**src/rtl/wtcPkg.sv**
```systemverilog
package wtcPkg;
  typedef enum logic {CTL_IDLE, CTL_FETCH} ctlState_t;

  typedef struct packed {
    logic cacheWrite;
    logic fromMem;
    logic wbLoad;
    logic fetchReq;
  } ctlStrobes_t;
endpackage

```
**src/rtl/wtcDatapath.sv**
```systemverilog
module wtcDatapath
  import wtcPkg::*;
#(
  parameter int ADDR_W = 10,
  parameter int DATA_W = 32,
  parameter int LINES  = 32,
  parameter int WORDS  = 4
) (
  input  logic              clk,
  input  logic              rstN,
  input  ctlStrobes_t       strobes,
  input  logic [ADDR_W-1:0] cpuAddr,
  input  logic [DATA_W-1:0] cpuWdata,
  input  logic              memAck,
  input  logic [DATA_W-1:0] memRdata,
  output logic              hit,
  output logic              wbBusy,
  output logic [DATA_W-1:0] cpuRdata,
  output logic              memReq,
  output logic              memWe,
  output logic [ADDR_W-1:0] memAddr,
  output logic [DATA_W-1:0] memWdata
);
  localparam int OFF_W = $clog2(WORDS);
  localparam int IDX_W = $clog2(LINES);
  localparam int TAG_W = ADDR_W - IDX_W - OFF_W;

  logic [TAG_W-1:0]  tagMem   [LINES];
  logic [WORDS-1:0]  validMem [LINES];
  logic [DATA_W-1:0] dataMem  [LINES*WORDS];

  logic [OFF_W-1:0]  wordOff;
  logic [IDX_W-1:0]  lineIdx;
  logic [TAG_W-1:0]  addrTag;
  logic              tagMatch;
  logic [DATA_W-1:0] fillData;
  logic [ADDR_W-1:0] wbAddr;
  logic [DATA_W-1:0] wbData;

  assign wordOff  = cpuAddr[OFF_W-1:0];
  assign lineIdx  = cpuAddr[OFF_W +: IDX_W];
  assign addrTag  = cpuAddr[ADDR_W-1 -: TAG_W];
  assign tagMatch = (tagMem[lineIdx] == addrTag);
  assign hit      = tagMatch & validMem[lineIdx][wordOff];
  assign fillData = strobes.fromMem ? memRdata : cpuWdata;
  assign cpuRdata = strobes.fromMem ? memRdata : dataMem[{lineIdx, wordOff}];

  // tag and per-word valid bits
  always_ff @(posedge clk or negedge rstN) begin
    if (!rstN) begin
      for (int i = 0; i < LINES; i++) begin
        validMem[i] <= '0;
        tagMem[i]   <= '0;
      end
    end else if (strobes.cacheWrite) begin
      if (tagMatch) begin
        validMem[lineIdx][wordOff] <= 1'b1;
      end else begin
        tagMem[lineIdx]   <= addrTag;
        validMem[lineIdx] <= WORDS'(1) << wordOff;
      end
    end
  end

  always_ff @(posedge clk) begin
    if (strobes.cacheWrite) dataMem[{lineIdx, wordOff}] <= fillData;
  end

  // one-entry write-through path
  always_ff @(posedge clk or negedge rstN) begin
    if (!rstN) begin
      wbBusy <= 1'b0;
      wbAddr <= '0;
      wbData <= '0;
    end else if (strobes.wbLoad) begin
      wbBusy <= 1'b1;
      wbAddr <= cpuAddr;
      wbData <= cpuWdata;
    end else if (wbBusy && memAck) begin
      wbBusy <= 1'b0;
    end
  end

  assign memReq   = wbBusy | strobes.fetchReq;
  assign memWe    = wbBusy;
  assign memAddr  = wbBusy ? wbAddr : cpuAddr;
  assign memWdata = wbData;

  assert_mismatch_single_valid_R5: assert property (@(posedge clk) disable iff (!rstN)
    strobes.cacheWrite && !tagMatch |=> $countones(validMem[$past(lineIdx)]) == 1);

  assert_store_forwarded_R7: assert property (@(posedge clk) disable iff (!rstN)
    strobes.wbLoad |=> memReq && memWe && memAddr == $past(cpuAddr)
                       && memWdata == $past(cpuWdata));

  assert_mem_stable_R7: assert property (@(posedge clk) disable iff (!rstN)
    memReq && !memAck |=> memReq && $stable(memAddr) && $stable(memWe));
endmodule

```
**src/rtl/wtcControl.sv**
```systemverilog
module wtcControl
  import wtcPkg::*;
(
  input  logic        clk,
  input  logic        rstN,
  input  logic        cpuReq,
  input  logic        cpuWe,
  input  logic        hit,
  input  logic        wbBusy,
  input  logic        memAck,
  output ctlStrobes_t strobes,
  output logic        cpuReady
);
  ctlState_t state, stateNext;

  always_ff @(posedge clk or negedge rstN) begin
    if (!rstN) state <= CTL_IDLE;
    else       state <= stateNext;
  end

  always_comb begin
    strobes   = '0;
    cpuReady  = 1'b0;
    stateNext = state;
    case (state)
      CTL_IDLE: begin
        if (cpuReq) begin
          if (cpuWe) begin
            if (!wbBusy) begin
              strobes.cacheWrite = 1'b1;
              strobes.wbLoad     = 1'b1;
              cpuReady           = 1'b1;
            end
          end else if (hit) begin
            cpuReady = 1'b1;
          end else if (!wbBusy) begin
            stateNext = CTL_FETCH;
          end
        end
      end
      CTL_FETCH: begin
        strobes.fetchReq = 1'b1;
        if (memAck) begin
          strobes.cacheWrite = 1'b1;
          strobes.fromMem    = 1'b1;
          cpuReady           = 1'b1;
          stateNext          = CTL_IDLE;
        end
      end
      default: stateNext = CTL_IDLE;
    endcase
  end

  assert_store_held_R8: assert property (@(posedge clk) disable iff (!rstN)
    cpuReq && cpuWe && wbBusy |-> !cpuReady);

  assert_fetch_after_drain_R9: assert property (@(posedge clk) disable iff (!rstN)
    state == CTL_FETCH |-> !wbBusy);
endmodule

```
**src/rtl/wtSubblockCache.sv**
```systemverilog
module wtSubblockCache
  import wtcPkg::*;
#(
  parameter int ADDR_W = 10,
  parameter int DATA_W = 32,
  parameter int LINES  = 32,
  parameter int WORDS  = 4
) (
  input  logic              clk,
  input  logic              rstN,
  input  logic              cpuReq,
  input  logic              cpuWe,
  input  logic [ADDR_W-1:0] cpuAddr,
  input  logic [DATA_W-1:0] cpuWdata,
  output logic [DATA_W-1:0] cpuRdata,
  output logic              cpuReady,
  output logic              memReq,
  output logic              memWe,
  output logic [ADDR_W-1:0] memAddr,
  output logic [DATA_W-1:0] memWdata,
  input  logic [DATA_W-1:0] memRdata,
  input  logic              memAck
);
  ctlStrobes_t strobes;
  logic        hit;
  logic        wbBusy;

  wtcControl uCtl (
    .clk(clk), .rstN(rstN), .cpuReq(cpuReq), .cpuWe(cpuWe), .hit(hit),
    .wbBusy(wbBusy), .memAck(memAck), .strobes(strobes), .cpuReady(cpuReady)
  );

  wtcDatapath #(.ADDR_W(ADDR_W), .DATA_W(DATA_W), .LINES(LINES), .WORDS(WORDS)) uDp (
    .clk(clk), .rstN(rstN), .strobes(strobes), .cpuAddr(cpuAddr),
    .cpuWdata(cpuWdata), .memAck(memAck), .memRdata(memRdata), .hit(hit),
    .wbBusy(wbBusy), .cpuRdata(cpuRdata), .memReq(memReq), .memWe(memWe),
    .memAddr(memAddr), .memWdata(memWdata)
  );

  assert_store_no_read_R6: assert property (@(posedge clk) disable iff (!rstN)
    cpuReq && cpuWe && cpuReady |=> !(memReq && !memWe));
endmodule

```
**config.mk**
```make
export PLATFORM = sky130hd
export DESIGN_NAME = wtSubblockCache
export DESIGN_NICKNAME = d
export VERILOG_FILES = /design/src/rtl/wtcPkg.sv /design/src/rtl/wtcDatapath.sv /design/src/rtl/wtcControl.sv /design/src/rtl/wtSubblockCache.sv
export SDC_FILE = /design/constraint.sdc
export NUM_CORES = 2
export LEC_CHECK = 0
export ABC_AREA = 1
export BUFFER_PORTS_ARGS = -buffer_cell sky130_fd_sc_hd__buf_2
export CELL_PAD_IN_SITES_DETAIL_PLACEMENT = 0
export CELL_PAD_IN_SITES_GLOBAL_PLACEMENT = 2
export CORE_ASPECT_RATIO = 0.6
export CORE_MARGIN = 4
export CORE_UTILIZATION = 46
export CTS_CLUSTER_SIZE = 14
export DETAILED_ROUTE_END_ITERATION = 8
export PLACE_DENSITY = 0.89
export SLEW_MARGIN = 10
export SYNTH_ARGS = -nofsm -noshare
export SYNTH_HDL_FRONTEND = slang
export SYNTH_SLANG_ARGS = --single-unit
```
**constraint.sdc**
```tcl
create_clock -name clk -period 8.2 [get_ports clk]
set_clock_uncertainty 0.1 [all_clocks]
set_input_delay 0.41 -clock clk [delete_from_list [all_inputs] [get_ports clk]]
set_output_delay 0.41 -clock clk [all_outputs]
set_load 0.02 [all_outputs]
```
==> flow_metrics.py <==
metrics = {
    "global_route": {
        "groute.usage.overall_pct": 30.27,
        "globalRouteOverflowTotal": 0,
        "grt_pass1_wl_um": 798300,
        "first_global_vias": 102500,
        "grt_start_max_net_pins": 151,
        "antenna_violations_before_repair": 40,
    },
    "pwr": {
        "power.internal_uw": 34880,
        "vdd.ir_drop.worst_mv": 0.2062,
        "power_density_nw_per_um2": 247.2,
        "switching_power_uw": 11200,
        "leakagePower_uw": 0.06507,
        "netSwitchingFraction_pct": 24.31,
        "seq_power_share_pct": 54.7,
        "design_power_total_uw": 46080,
        "combinationalPowerShare_pct": 8.3,
        "clkPwrFrac_pct": 37.0,
    },
    "clock_tree": {
        "tritoncts.num_buffers": 382,
        "cts.root.buffer_cell": "sky130_fd_sc_hd__clkbuf_16",
        "cts_max_path_bufs": 4,
        "post_cts.repair.setup_buffers": 0,
        "clock_insertion_delay_worst_skew_ns": 0.95,
        "clkSinkCount": 4364,
        "cts.repair.resized": 0,
        "cts_max_level": 5,
        "cts_tree": "built",
        "clock_pin_slew_on_the_worst_setup_and_hold_paths_ns": 0.06,
    },
    "placed_design": {
        "place.port_buffers": 155,
        "placed_area_um2": 174800,
        "gpl.final_weighted_congestion": 0.9330,
        "dp_worst_setup_slack_ns": 2.711,
        "place_hpwl_um": 324400,
    },
    "layout": {
        "final-seq-area_um2": 129700,
        "summed_area_of_non_filler_cells_in_the_final_layout_um2": 186400,
        "final_nets": 12000,
        "proportion_of_layout_cells_with_a_drive_suffix_above_1_pct": 9.426,
        "area.growth.synth_to_final_pct": 11.75,
        "fillerInstances": 29260,
        "multiInputGateArea_um2": 33990,
    },
    "yosys": {
        "yosys-top-cells-count": "4096 x sky130_fd_sc_hd__edfxtp_1, 3185 x sky130_fd_sc_hd__nand2_1, 1994 x sky130_fd_sc_hd__a22oi_1",
        "post_synth_num_cell_types": 35,
        "post-synth-top-area-fraction_pct": 73.72,
        "synth_top_cells_by_area": "sky130_fd_sc_hd__edfxtp_1 74%, sky130_fd_sc_hd__a22oi_1 9.0%, sky130_fd_sc_hd__nand2_1 7.2%",
        "synthCells": 11690,
        "synthMostInstantiatedCell": "sky130_fd_sc_hd__edfxtp_1",
        "synth_sequential_area_ratio_pct": 77.74,
        "netlist.top_cell.by_area": "sky130_fd_sc_hd__edfxtp_1",
        "edff_count_synth": 4096,
        "syn-num-nets": 11770,
        "syn-cell-area_um2": 166800,
        "yosys_warn_count": 0,
        "synth-async-reset-ratio_pct": 6.141,
        "synth_seq_cells": 4364,
        "dominantRegCellSynth": "sky130_fd_sc_hd__edfxtp_1",
        "syn-mean-instance-area_um2": 14.27,
    },
    "timing": {
        "hold_viol": 0,
        "setup-tns-final_ns": 0,
        "fmax_mhz": 161.4,
        "setup_repair_after_global_routing_missed_its_margin": "false",
        "worstMarginPinSlew_ns": 1.400,
        "layout_worst_path_cycle_share_pct": 75.55,
        "finalMaxSlewViolations": 0,
        "worst_rel_slew_slack_pct": 6.671,
        "final.min_clock_period_ns": 6.195,
        "timing.final.ws_setup_ns": 2.005,
        "final-setup-viol-count": 0,
        "worst_case_hold_slack_ns": 0.07186,
    },
    "drt": {
        "drt_pass1_iterations": 6,
        "vias": 109900,
        "route.antenna.remaining_nets": 0,
        "drt_iter0_markers": 20280,
        "wl_um": 579600,
        "post_drt_wl_per_cell_um": 34.10,
        "drt_drc_violations_left": 0,
        "drt-vias-per-instance": 6.464,
    },
    "setup_path": {
        "worst_r2r_path_depth": 9,
        "timing.rr.start": "uCtl.state",
        "crit_path_start_kind": "primary input",
        "crit_type": "primary input to output pin",
        "crit_fanout": 41,
        "required_ns": 7.69,
        "register_to_register_setup_slack_ns": 3.10,
        "r2r_end": "uDp.dataMem[0][19]",
        "worst_setup_path_end_kind": "output pin",
        "critPathArrivalTime_ns": 5.69,
    },
    "die": {
        "placementRows": 170,
        "core-area_um2": 359300,
        "top_level_ports": 156,
        "die_h_um": 474.5,
        "initial_utilization_pct": 46.44,
        "dieArea_um2": 372700,
        "die-width_um": 785.5,
    },
    "min_path": {
        "hold_path.class": "primary input to register",
        "whs_endpoint": "uDp.tagMem[13]",
        "min_from": "cpuAddr[8]",
        "hold_path_cell_cnt": 4,
    },
    "job": {
        "maxCapViolations": 0,
    },
    "status": {
        "run_status": "completed",
    },
}
## cell usage in the layout, fill, tap and decap left out, drive strengths merged
cell type | Yosys | layout
dlygate4sd3 | 0 | 41
edfxtp | 4096 | 4096
bufinv | 0 | 12
a22o | 3 | 3
clkinv | 5 | 135
buf | 289 | 513
a22oi | 1994 | 1994
nor2 | 278 | 278
and2 | 1 | 1
a31oi | 2 | 2
inv | 300 | 283
nand3b | 1 | 1
o21ai | 180 | 180
nand3 | 166 | 166
or2 | 3 | 3
nor3 | 5 | 5
diode | 0 | 12
clkbuf | 413 | 501
a41oi | 2 | 2
o21bai | 7 | 7
a211oi | 1 | 1
a21o | 39 | 39
nand2 | 3187 | 3187
o21a | 2 | 2
a21oi | 205 | 205
nand4 | 241 | 241
clkinvlp | 0 | 3
dfrtp | 268 | 268
## power by group through the flow
stage / Sequential [uW] / Clock [uW] / Combinational (uW)
after floorplan: 25900 / 0 / 1820
after global placement: 25700 / 0 / 3560
after detailed placement: 25700 / 0 / 3640
after CTS: 25200 / 17100 / 3670
after global routing: 25200 / 18100 / 3970
final: 25200 / 17100 / 3810
## per-layer routing
layer / routed length, um / track usage, % / up-vias
met4: 19800 / 9.034 / 30
met2: 234600 / 40.94 / 9129
li1: - / - / 44310
met1: 225000 / 44.88 / 55320
met3: 99670 / 11.88 / 1077
met5: 498 / 0.5952 / -
## through the flow
stage	cells	utilization, %
finish	17000	51.89
global route	16990	51.89
CTS	16980	51.88
detailed placement	16310	48.65
global placement	16310	48.64
floorplan	11690	-
## timing repair
action | in CTS | in global routing
endpoints found under the setup margin | 0 | 0
hold endpoints to repair | 145 | 0
hold buffers | 42 | 0
## worst max path at each step
stage	from	to	slack, ns	depth (start not counted)
5_1_grt	cpuAddr[1]	cpuRdata[26]	2.00	16
4_1_cts	cpuAddr[1]	cpuRdata[26]	2.23	16
3_3_place_gp	cpuAddr[2]	cpuRdata[8]	2.15	14
3_5_place_dp	cpuAddr[2]	cpuRdata[26]	2.71	12
2_1_floorplan	memAck	uDp.dataMem[0][24]	1.02	4
6_report	cpuAddr[1]	cpuRdata[26]	2.00	16
## worst max-delay path, stage by stage
cell,delay (ns)
sky130_fd_sc_hd__dlygate4sd3_1,0.53
sky130_fd_sc_hd__buf_2,0.18
sky130_fd_sc_hd__inv_1,0.11
sky130_fd_sc_hd__nor2_4,0.21
sky130_fd_sc_hd__buf_4,0.53
sky130_fd_sc_hd__buf_4,0.59
sky130_fd_sc_hd__buf_4,0.61
sky130_fd_sc_hd__a22oi_1,0.14
sky130_fd_sc_hd__nand2_1,0.18
sky130_fd_sc_hd__nand2_1,0.15
sky130_fd_sc_hd__nand4_1,0.23
sky130_fd_sc_hd__nand3_1,0.78
sky130_fd_sc_hd__nand3_1,0.44
sky130_fd_sc_hd__nand2_1,0.13
sky130_fd_sc_hd__nand2_1,0.11
sky130_fd_sc_hd__buf_2,0.21
## sequential cells by signal, indices dropped and copies added (netlist names)
name and flops:
uDp.tagMem 96, uDp.validMem 128, uCtl.state 1, uDp.wbAddr 10, uDp.dataMem 4096, uDp.memWdata 32
uDp.memWe 1
## layout make-up
type                       instances  share of cell area [%]
sequential                      4364                   69.57
multi-input combinational       6317                   18.23
clock buffer                     501                   5.463
tap                             4816                   3.232
timing repair buffer             554                   2.327
inverter                         305                  0.6295
clock inverter                   128                  0.5302
antenna                           12                 0.01611
## cell families (layout without fill, tap and decap cells)
kind of cell,count (synthesis),count (layout),synth area share [%]
AOI/OAI and AO/OA,2435,2435,10.38
buffers and inverters,1007,1488,2.434
DFF,4364,4364,77.74
other,0,12,0
and+or+nand+nor,3882,3882,9.442
Note: power is estimated with default switching activity, not from simulation.
